`config.mk`:
```
export PLATFORM = sky130hd
export DESIGN_NAME = rpr_top
export DESIGN_NICKNAME = d
export VERILOG_FILES = /design/src/rtl/rpr_pkg.sv /design/src/rtl/rpr_scan.sv /design/src/rtl/rpr_isr_filter.sv /design/src/rtl/rpr_top.sv
export SDC_FILE = /design/constraint.sdc
export NUM_CORES = 1
export LEC_CHECK = 0
export BUFFER_PORTS_ARGS = -buffer_cell sky130_fd_sc_hd__buf_4
export CORE_MARGIN = 4
export CORE_UTILIZATION = 33
export DETAILED_ROUTE_END_ITERATION = 16
export PLACE_DENSITY = 0.64
export SETUP_SLACK_MARGIN = 0.1
export SYNTH_ARGS = -nofsm -noshare
export SYNTH_HDL_FRONTEND = slang
export SYNTH_SLANG_ARGS = --single-unit
```
`constraint.sdc`:
```
create_clock -name vclk -period 8.8
set_input_delay 1.32 -clock vclk [all_inputs]
set_output_delay 1.32 -clock vclk [all_outputs]
set_load 0.02 [all_outputs]
```
`src/rtl/rpr_pkg.sv`:
```
package rpr_pkg;
  // position of rank p under rotation off, for an n-input ring
  function automatic int unsigned ring_pos(int unsigned p, int unsigned off, int unsigned n);
    return (p + off) % n;
  endfunction
endpackage

```
`src/rtl/rpr_scan.sv`:
```
module rpr_scan #(
  parameter int N  = 8,
  localparam int IW = $clog2(N),
  localparam int LW = $clog2(N + 1)
) (
  input  logic [N-1:0]  vec,
  input  logic [IW-1:0] off,
  output logic [LW-1:0] lvl
);
  logic [N-1:0] rot;

  // rank-ordered view: rot[p] is the input holding rank p
  always_comb begin
    for (int p = 0; p < N; p++) begin
      rot[p] = vec[IW'(rpr_pkg::ring_pos(p, 32'(off), N))];
    end
  end

  // best (smallest) rank present; N when empty
  always_comb begin
    lvl = LW'(N);
    for (int p = N - 1; p >= 0; p--) begin
      if (rot[p]) lvl = LW'(p);
    end
  end
endmodule

```
`src/rtl/rpr_isr_filter.sv`:
```
module rpr_isr_filter #(
  parameter int N   = 8,
  parameter int CAS = 2
) (
  input  logic [N-1:0] in_serv,
  input  logic [N-1:0] req_mask,
  input  logic         spec_mask_en,
  input  logic         nest_en,
  input  logic         is_master,
  output logic [N-1:0] counted
);
  genvar g;
  generate
    for (g = 0; g < N; g++) begin : g_bit
      if (g == CAS) begin : g_cas
        assign counted[g] = in_serv[g] & ~(spec_mask_en & req_mask[g])
                            & ~(nest_en & is_master);
      end else begin : g_norm
        assign counted[g] = in_serv[g] & ~(spec_mask_en & req_mask[g]);
      end
    end
  endgenerate
endmodule

```
`src/rtl/rpr_top.sv`:
```
module rpr_top #(
  parameter int N   = 8,
  parameter int CAS = 2,
  localparam int IW = $clog2(N),
  localparam int LW = $clog2(N + 1)
) (
  input  logic [N-1:0]  req_pend,
  input  logic [N-1:0]  req_mask,
  input  logic [N-1:0]  in_serv,
  input  logic [IW-1:0] rot_off,
  input  logic          spec_mask_en,
  input  logic          nest_en,
  input  logic          is_master,
  output logic          irq_valid,
  output logic [IW-1:0] irq_idx
);
  logic [N-1:0]  cand;
  logic [N-1:0]  srv_cnt;
  logic [LW-1:0] req_lvl;
  logic [LW-1:0] srv_lvl;

  assign cand = req_pend & ~req_mask;

  rpr_isr_filter #(.N(N), .CAS(CAS)) u_filt (
    .in_serv      (in_serv),
    .req_mask     (req_mask),
    .spec_mask_en (spec_mask_en),
    .nest_en      (nest_en),
    .is_master    (is_master),
    .counted      (srv_cnt)
  );

  rpr_scan #(.N(N)) u_req_scan (.vec(cand),    .off(rot_off), .lvl(req_lvl));
  rpr_scan #(.N(N)) u_srv_scan (.vec(srv_cnt), .off(rot_off), .lvl(srv_lvl));

  // empty request side yields N, which can never be below srv_lvl
  assign irq_valid = req_lvl < srv_lvl;
  assign irq_idx   = irq_valid
                     ? IW'(rpr_pkg::ring_pos(32'(req_lvl), 32'(rot_off), N))
                     : '0;
endmodule

```
Word level (Yosys, flattened, before mapping):

Cells that the tools add are included.

* input bits: 30
* bits in registers: 0
* logic and storage cells: 95
* output and inout port bits: 4

* add/subtract/negate cells: 8
* mux-type cells: 49
* bitwise gates (word level): 29
* order comparisons: 9

Operators with widths (count)
* 4-bit two-way mux: 16
* 1-bit binary-select mux with 3-bit select: 16
* 3-bit by 4-bit < comparator with 1-bit output (second input constant): 8
* 1-bit AND: 18
* 1-bit two-way mux: 16
* 3-bit adder (first input constant): 4
* 1-bit inverter: 9
* 8-bit AND: 1
* 8-bit inverter: 1
* 2-bit by 3-bit adder with 3-bit output (first input constant): 2
* 4-bit < comparator: 1
* 1-bit by 3-bit adder with 3-bit output (first input constant): 1
* 3-bit adder: 1
* 3-bit two-way mux: 1

Depth between registers and ports, before layout:

Gate-level depths: netlist of run 1.

* depth in word-level cells: 16
* mapped depth: 16
* mapped depth without buffers: 14

By module:

From an unflattened synthesis of run 1, not the netlist that was laid out.

* cells, all modules: 161
* area, all modules: 1649.1 um2

Modules (own cells, without submodules)
* rpr_scan: sequential area each 0.0 um2, area an instance 688.2 um2, instances 2, cells each 63
* rpr_top: sequential area each 0.0 um2, area an instance 201.4 um2, instances 1, cells each 26
* rpr_isr_filter: sequential area each 0.0 um2, area an instance 71.3 um2, instances 1, cells each 9

Worst setup path before layout of run 1:

No wires, ideal clock.

* kind: input to output
* start point: input rot_off[1]
* end point: output irq_idx[1]
* arrival time: 4.574 ns
* required time: 7.480 ns
* stages on the path: 15
* path slack: 2.906 ns
* path buffers: 1
* cell sequence: clkinv_1 > ha_1 > clkbuf_1 > mux4_2 > nor2b_1 > a2111oi_2 > a21oi_1 > nand4b_1 > or2_1 > ha_1 > o211ai_1 > nor3_1 > nand3_1 > nand2_1 > a211oi_2

* cells in the longest elaborated chain, start to end: 13
* elaborated cells between the ends (all ways): 58
* classes of those cells: add/sub (8); order compare (1); mux (49)

RTL lines
* start, declared: line rpr_top.sv:10 `input logic [IW-1:0] rot_off,`
* 3-bit adder: line rpr_pkg.sv:4 `return (p + off) % n;`
* 1-bit binary-select mux with 3-bit select: line rpr_scan.sv:15 `rot[p] = vec[IW'(rpr_pkg::ring_pos(p, 32'(off), N))];`
* 1-bit two-way mux (not written as such): line rpr_scan.sv:15
* 4-bit two-way mux (8 in a row): line rpr_scan.sv:23 `if (rot[p]) lvl = LW'(p);`
* 4-bit < comparator / 3-bit adder (equally long branches): line rpr_top.sv:37, rpr_pkg.sv:4
* 3-bit two-way mux *: line rpr_top.sv:39 `? IW'(rpr_pkg::ring_pos(32'(req_lvl), 32'(rot_off), N))`
* end, declared: line rpr_top.sv:15 `output logic [IW-1:0] irq_idx`

Every way passes the cells marked *; elsewhere a longest branch is shown, timed or not. The select of a mux whose other input is x is not followed.

Final worst setup path of run 1:

Ends and elaborated chain as after synthesis.

==> run metrics, run 1 <==
status completed; CP required 7.48 ns; I/O Buffers 34; ratio of cells with drive above 1 in the final layout 32.2%; critical path type in -> out; hold_ws 3.36 ns; first-pass GRT wire length 6.16 mm; largest family of logic cells by synthesized area multiplexers; Max VDD drop 0.0482 mV; Avg WL per Cell 15.2 µm; Worst EP arrival 5.11 ns; worst-path fanout max 13; Post-Syn Area 0.00136 mm²; HPWL Detailed 2.93 mm; via count 1311; min Tclk post-route 6.43 ns; Chip Width 72.1 µm; Hold Path Stages 5; Ports 34; PD cells 108 mW/mm²; MaxCap Viol Count 0; Reg area 0 µm²; HP Class in -> out; setup TNS 0 ns; fin crit share 73.1%; CP Capture Type primary output; final WL 3.49 mm; Avg Cell Area, Syn 8.91 µm²; Max Slew Vio Count 0; pin count of the biggest net entering global routing 21; worst hold endpoint irq_idx[2]; clkbuf count 0; syn nets 189; Total Power 0.176 mW; Post-CTS Setup Inserts 0; # setup viols final 0; Adder-Cell Fraction of Synth Area 7.02%; commonest cells after routing, fill and taps aside 34 x buf_4, 13 x nor2b_1, 11 x nand2b_1, 10 x mux2i_1; Core ar. 0.00400 mm²; Ys Warns 0; library cells used by synthesis 48; via density per instance 5.70; startpoint types primary input; GR Overflow Total 0; post-synthesis sequential area ratio 0%; First DRT Iteration DRCs 64; hold_buf cts 0; Synth Instances 152; die area 0.00520 mm²; post-CTS resize count 0; antenna cells 0; FILL cells 411; DR pass1 iterations 4; Final ANT Viol Nets 0; fmax 155 MHz; RSZ-0062 raised after global routing false; hold_sp rot_off[2]; multiplexer area fraction after synthesis 32.0%; DIE HEIGHT 72.1 µm; num sequential 0; post-synthesis xor/xnor area fraction 4.99%; Post-route DRC 0; Final Hold Fails 0; P_leak 0.674 nW; area of the multi-input gates 0.00128 mm²; vias in the first global route 1299; Rows 23; Initial Util 33.9%; Synth Area in Simple Gates 24.3%; commonest non-fill, non-tap cell in the layout buf_4; initial antenna violation count 0; max_slew headroom 64.7%; GRT Overall Usage 14.2%; worst slew pin tran 0.524 ns; final net count 219; Area Overhead vs Synth 20.6%; Compound-Gate Fraction of Synth Area 26.2%; GPL Wtd Cong 0.838
cell usage after synthesis, drive strengths merged (5+ instances only):
master / count / area, µm²
nor2: 6 / 22.5
nor2b: 13 / 81.3
nand2b: 11 / 68.8
mux4: 12 / 289
a21boi: 7 / 52.6
a21oi: 9 / 45.0
nand3: 5 / 25.0
ha: 6 / 75.1
nand2: 9 / 33.8
inv: 5 / 31.3
mux2i: 10 / 100
cell type report:
type                            count  area share, %
Multi-Input combinational cell    140           78.4
Timing Repair Buffer               34           15.6
Tap cell                           50           3.83
Inverter                            6           2.14
through the flow:
step | util [%] | worst slack, ns | instance area, µm² | std cells
floorplan | - | 2.91 | 1360 | 152
global placement | 40.9 | 2.50 | 1630 | 230
detailed placement | 40.9 | 2.42 | 1630 | 230
CTS | 40.9 | 2.41 | 1630 | 230
global route | 40.9 | 1.98 | 1630 | 230
finish | 40.9 | 2.37 | 1630 | 230
worst max-delay path: stages:
cell and delay (ns):
buf_4 0.18, clkinv_1 0.32, ha_1 0.64, mux4_2 0.42, nor2b_1 0.17, a2111oi_2 0.34
a21oi_1 0.09, nand4b_1 0.20, or2_1 0.28, ha_1 0.32, o211ai_1 0.14, nor3_1 0.07
nand3_1 0.14, nand2_1 0.12, a211oi_2 0.20, buf_4 0.17
layer usage:
layer  share of wire (%)  global-route usage, %  up-vias  wire, µm
li1                    -                      -      660         -
met2                  44                   22.6       36      1540
met4                0.63                   1.25        0        22
met1                  51                   22.0      613      1790
met3                 4.0                  0.416        2       140
met5                   0                      0        -         0
power by group:
group / internal, mW / switching (mW)
sequential: 0 / 0
clock: 0 / 0
combinational: 0.0827 / 0.0936
how the worst max path moves through the flow:
stage | from | to | slack, ns | cells after the start
after floorplan | rot_off[1] | irq_idx[1] | 2.91 | 15
after global placement | rot_off[1] | irq_idx[1] | 2.50 | 16
after detailed placement | rot_off[1] | irq_idx[1] | 2.42 | 16
after CTS | rot_off[1] | irq_idx[1] | 2.41 | 16
after global routing | rot_off[1] | irq_idx[1] | 1.98 | 16
final | rot_off[1] | irq_idx[1] | 2.37 | 16
logic make-up after synthesis:
family	count (synthesis)
buffers and inverters	12
adder cells (fa/ha/maj)	7
XOR/XNOR	6
AND/OR/NAND/NOR	58
multiplexers	26
AO/OA/AOI/OAI	43
Note: power is estimated with default switching activity, not from simulation.
==> inputs of run 2 (changes only) <==
--- a/config.mk
+++ b/config.mk
@@ -5,11 +5,12 @@
 export SDC_FILE = /design/constraint.sdc
 export NUM_CORES = 1
 export LEC_CHECK = 0
+export ABC_AREA = 1
 export BUFFER_PORTS_ARGS = -buffer_cell sky130_fd_sc_hd__buf_4
 export CORE_MARGIN = 4
 export CORE_UTILIZATION = 33
 export DETAILED_ROUTE_END_ITERATION = 16
-export PLACE_DENSITY = 0.64
+export PLACE_DENSITY = 0.67
 export SETUP_SLACK_MARGIN = 0.1
 export SYNTH_ARGS = -nofsm -noshare
 export SYNTH_HDL_FRONTEND = slang
==> constraint.sdc (replaced) <==
create_clock -name vclk -period 5.9
set_input_delay 0.885 -clock vclk [all_inputs]
set_output_delay 0.885 -clock vclk [all_outputs]
set_load 0.02 [all_outputs]
==> run 2 against run 1 <==
Effect of this change: global-route usage is 0.70 points higher; sequential cell count stayed put; synthesized cell count is 48% higher; setup slack worse by 1.1 ns; critical path type unchanged; design area is 12% lower; non-clock buffer count stayed put; routed wire length is 6.5% lower; sequential share of layout area stayed put; count of clock-buffer cells in the layout stayed put; core utilization is 1.3 points higher; via count is 11% higher; die area is 11% lower.
==> run metrics, run 2 <==
initial antenna violation count 0; max_slew headroom 80.8%; GRT Overall Usage 14.9%; I/O Buffers 34; CP required 5.02 ns; library cells used by synthesis 28; final WL 3.27 mm; syn nets 262; Worst EP arrival 3.72 ns; Max Slew Vio Count 0; hold_sp rot_off[0]; Max VDD drop 0.0436 mV; commonest cells after routing, fill and taps aside 80 x nand2_1, 51 x nand3_1, 34 x buf_4, 25 x inv_1, 10 x nor2_1; Hold Path Stages 5; Post-route DRC 0; GPL Wtd Cong 0.951; P_leak 0.826 nW; RSZ-0062 raised after global routing false; post-CTS resize count 0; synth top area cells nand2_1 25%, nand3_1 21%, inv_1 7.9%, ha_1 6.3%, nand3_2 5.0%; Ports 34; fin crit share 78.1%; Final Hold Fails 0; Avg Cell Area, Syn 5.29 µm²; post-synthesis sequential area ratio 0%; via density per instance 4.87; Area Overhead vs Synth 21.0%; worst-path fanout max 19; critical path type in -> out; DIE HEIGHT 68.0 µm; min Tclk post-route 4.61 ns; DR pass1 iterations 4; commonest non-fill, non-tap cell in the layout nand2_1; fin util 42.2%; via count 1452; Initial Util 34.8%; ratio of cells with drive above 1 in the final layout 21.8%; post-placement cell count 298; Rows 21; top-area cell type share of the netlist area 25.2%; Post-CTS Setup Inserts 0; First DRT Iteration DRCs 81; area of the multi-input gates 0.00100 mm²; Total Power 0.196 mW; worst slew pin tran 0.286 ns; Avg WL per Cell 11.0 µm; CP Capture Type primary output; pin count of the biggest net entering global routing 20; MaxCap Viol Count 0; PD cells 136 mW/mm²; Chip Width 68.0 µm; HPWL Detailed 2.87 mm; num sequential 0; setup TNS 0 ns; count leader, synth nand2_1; Final ANT Viol Nets 0; HP Class in -> out; Post-Syn Area 0.00119 mm²; hold_buf cts 0; Synth Instances 225; antenna cells 0; hold_ws 2.43 ns; Core ar. 0.00342 mm²; GR Overflow Total 0; status completed; fin cells 298; die area 0.00463 mm²; vias in the first global route 1342; # setup viols final 0; worst hold endpoint irq_idx[0]; Reg area 0 µm²; FILL cells 395; area leader, netlist nand2_1; fmax 217 MHz; clkbuf count 0; most instantiated cells after synthesis 80 x nand2_1, 51 x nand3_1, 25 x inv_1; Ys Warns 0; startpoint types primary input; final net count 291; first-pass GRT wire length 5.55 mm
==> run 2: cell types whose count changed after synthesis, sizes merged, moves of 7 or more <==
cell | before | now
inv | 5 | 32
nand2b | 11 | 0
nand2 | 9 | 84
a21boi | 7 | 0
mux4 | 12 | 0
nor2b | 13 | 0
mux2i | 10 | 0
nand3 | 5 | 58
==> run 2: how the worst max path moves through the flow <==
stage,start,endpoint,slack [ns],cells past startpoint
after CTS,rot_off[0],irq_idx[2],1.30,22
after floorplan,rot_off[0],irq_idx[2],1.57,23
after detailed placement,rot_off[0],irq_idx[2],1.30,22
final,rot_off[0],irq_idx[2],1.29,22
after global routing,rot_off[0],irq_idx[2],1.0,22
after global placement,rot_off[0],irq_idx[2],1.35,22
==> run 2: logic make-up after synthesis <==
kind of cell,synth area share [%]
AOI/OAI and AO/OA,7.57
xor gates and xnor gates,7.47
buffers and inverters,15.6
adders and majority gates,7.99
and+or+nand+nor,61.4
==> run 2: layer usage <==
layer | global-route usage (%) | share of wire, % | wire, µm | vias to the layer above
met5 | 0 | 0 | 0 | -
met3 | 0.985 | 6.4 | 209 | 4
met2 | 26.4 | 45 | 1470 | 46
met1 | 20.3 | 48 | 1550 | 623
met4 | 1.49 | 0.95 | 31 | 0
li1 | - | - | - | 779
==> run 2: area by class of cell <==
type                            count  share of cell area, %
Tap cell                           46                   4.00
Inverter                           32                   8.51
Timing Repair Buffer               34                   17.7
Multi-Input combinational cell    186                   69.8
==> run 2: stage by stage <==
stage          worst slack, ns  cell area, µm²
5_1_grt                  0.996            1440
6_report                  1.29            1440
3_3_place_gp              1.35            1440
4_1_cts                   1.30            1440
2_1_floorplan             1.57            1190
3_5_place_dp              1.30            1440
==> run 2: where the power goes <==
| part | internal, mW | switching (mW) |
|---|---|---|
| sequential | 0 | 0 |
| combinational | 0.0788 | 0.117 |
| clock | 0 | 0 |
==> run 2: worst max-delay path: stages <==
cell and delay (ns):
buf_4 0.22, inv_4 0.14, ha_1 0.48, inv_2 0.14
nand3_1 0.14, nand3_2 0.09, nand2_2 0.07, nand2_1 0.05
nand2_1 0.05, nand2_1 0.04, nand2_1 0.05, nand2_1 0.05
nand2_1 0.07, nand2_2 0.06, inv_1 0.05, ha_1 0.13
inv_1 0.05, fa_1 0.37, xor2_1 0.16, xor2_1 0.17
nor2_1 0.11, buf_4 0.14
==> inputs of run 3 (changes only) <==
--- a/config.mk
+++ b/config.mk
@@ -5,12 +5,12 @@
 export SDC_FILE = /design/constraint.sdc
 export NUM_CORES = 1
 export LEC_CHECK = 0
-export ABC_AREA = 1
+export ABC_AREA = 0
 export BUFFER_PORTS_ARGS = -buffer_cell sky130_fd_sc_hd__buf_4
 export CORE_MARGIN = 4
 export CORE_UTILIZATION = 33
 export DETAILED_ROUTE_END_ITERATION = 16
-export PLACE_DENSITY = 0.67
+export PLACE_DENSITY = 0.66
 export SETUP_SLACK_MARGIN = 0.1
 export SYNTH_ARGS = -nofsm -noshare
 export SYNTH_HDL_FRONTEND = slang
==> constraint.sdc (replaced) <==
create_clock -name vclk -period 4.2
set_input_delay 0.63 -clock vclk [all_inputs]
set_output_delay 0.63 -clock vclk [all_outputs]
set_load 0.02 [all_outputs]
==> run 3 against run 2 <==
Effect of this change: routed wire length is 27% higher; cell count down 9.1%; hold slack worse by 0.56 ns; non-clock buffer count rose by 41; design area is 53% higher; die area is 12% higher; critical path type unchanged; critical endpoint is now irq_idx[1]; largest power group unchanged.
==> run metrics, run 3 (synthesis gave the netlist of run 1 again) <==
status completed; Rows 23; FILL cells 344; crit path from rot_off[0]; Reg area 0 µm²; CP required 3.57 ns; Final ANT Viol Nets 0; Core ar. 0.00400 mm²; worst slew pin tran 0.661 ns; ratio of cells with drive above 1 in the final layout 56.6%; GRT Overall Usage 15.8%; placed instance area 0.00188 mm²; critical path type in -> out; startpoint types primary input; num sequential 0; Area Overhead vs Synth 62.6%; fmax 241 MHz; Int Power 0.272 mW; antenna cells 0; RSZ-0062 raised after global routing true; P_leak 0.933 nW; fin crit share 99.0%; first-pass GRT wire length 6.82 mm; DR pass1 iterations 4; Final Hold Fails 0; sw frac 47.7%; Avg WL per Cell 15.3 µm; GPL Wtd Cong 0.825; GR Overflow Total 0; DIE HEIGHT 72.1 µm; Ports 34; HPWL Detailed 3.24 mm; # setup viols final 0; clock power share 0%; clkbuf count 0; vias in the first global route 1466; area of the multi-input gates 0.00146 mm²; Chip Width 72.1 µm; CP Capture Type primary output; final net count 260; Post-route DRC 0; via density per instance 5.51; hold_ws 1.86 ns; fin util 55.1%; worst-path fanout max 5; Psw 0.248 mW; Comb pwr share 100.0%; commonest non-fill, non-tap cell in the layout buf_4; die area 0.00520 mm²; MaxCap Viol Count 0; Total Power 0.520 mW; Max VDD drop 0.120 mV; final WL 4.14 mm; Worst EP arrival 3.53 ns; commonest cells after routing, fill and taps aside 64 x buf_4, 12 x nor2b_1, 11 x nand2b_1, 9 x mux4_2; max_slew headroom 55.9%; I/O Buffers 34; First DRT Iteration DRCs 41; sequential fraction of design power 0%; design area 0.00220 mm²; min Tclk post-route 4.16 ns; Initial Util 33.9%; hold_sp rot_off[0]; Max Slew Vio Count 0; via count 1492; hold_buf cts 0; HP Class in -> out; pin count of the biggest net entering global routing 13; initial antenna violation count 0; PD cells 236 mW/mm²
-- run 3: cell count changes in the layout (fill, tap and decap cells not counted), moves of 6 or more --
cell and change:
nand3_2 -6, nand3_1 -46, mux4_2 +9, nand2_1 -72, inv_1 -21, nand2b_1 +11
buf_6 +7, mux2i_1 +8, inv_2 -6, buf_4 +30, nor2b_1 +12
-- run 3: worst paths after layout --
| kind | endpoint | slack, ns | depth (start not counted) |
|---|---|---|---|
| max | irq_idx[1] | 0.04 | 14 |
| min | irq_idx[0] | 1.86 | 5 |
-- run 3: area by class of cell --
cell class / count / area share (%)
tap: 50 / 2.84
timing repair buffer: 75 / 28.9
multi-input combinational: 140 / 66.4
inverter: 6 / 1.82
-- run 3: repair_timing --
action	in CTS	in global routing
resized for setup	34	14
gates cloned	1	0
endpoints found under the hold margin	0	0
pin swaps	14	12
setup buffers	11	4
endpoints found under the setup margin	4	4
-- run 3: metal layers --
| metal | global-route usage (%) | vias to the layer above | share of wire (%) |
|---|---|---|---|
| met2 | 28.6 | 38 | 50 |
| met5 | 0 | - | 0 |
| met1 | 21.8 | 720 | 46 |
| li1 | - | 732 | - |
| met4 | 0.418 | 0 | 0.17 |
| met3 | 0.831 | 2 | 3.3 |
-- run 3: through the flow --
step | setup slack (ns) | cells | TNS, ns
CTS | 0.0355 | 268 | 0
global route | -0.106 | 271 | -0.202
detailed placement | -0.175 | 256 | -0.629
finish | 0.0435 | 271 | 0
global placement | -0.132 | 256 | -0.490
floorplan | 0.105 | 152 | 0
-- run 3: power by group through the flow --
stage | Combinational, mW | Sequential [mW] | Clock [mW]
floorplan | 0.307 | 0 | 0
global placement | 0.440 | 0 | 0
detailed placement | 0.445 | 0 | 0
CTS | 0.493 | 0 | 0
global route | 0.561 | 0 | 0
finish | 0.520 | 0 | 0
-- run 3: critical path, cell delays in order --
cell and delay [ns]:
buf_12 0.12, inv_12 0.03, ha_4 0.16, xnor2_4 0.17, mux4_2 0.57, or4_4 0.56, nor2b_1 0.19, ha_4 0.23
o211ai_1 0.13, nor3_2 0.06, nand3_1 0.14, nand2_2 0.13, a211oi_4 0.24, buf_6 0.15
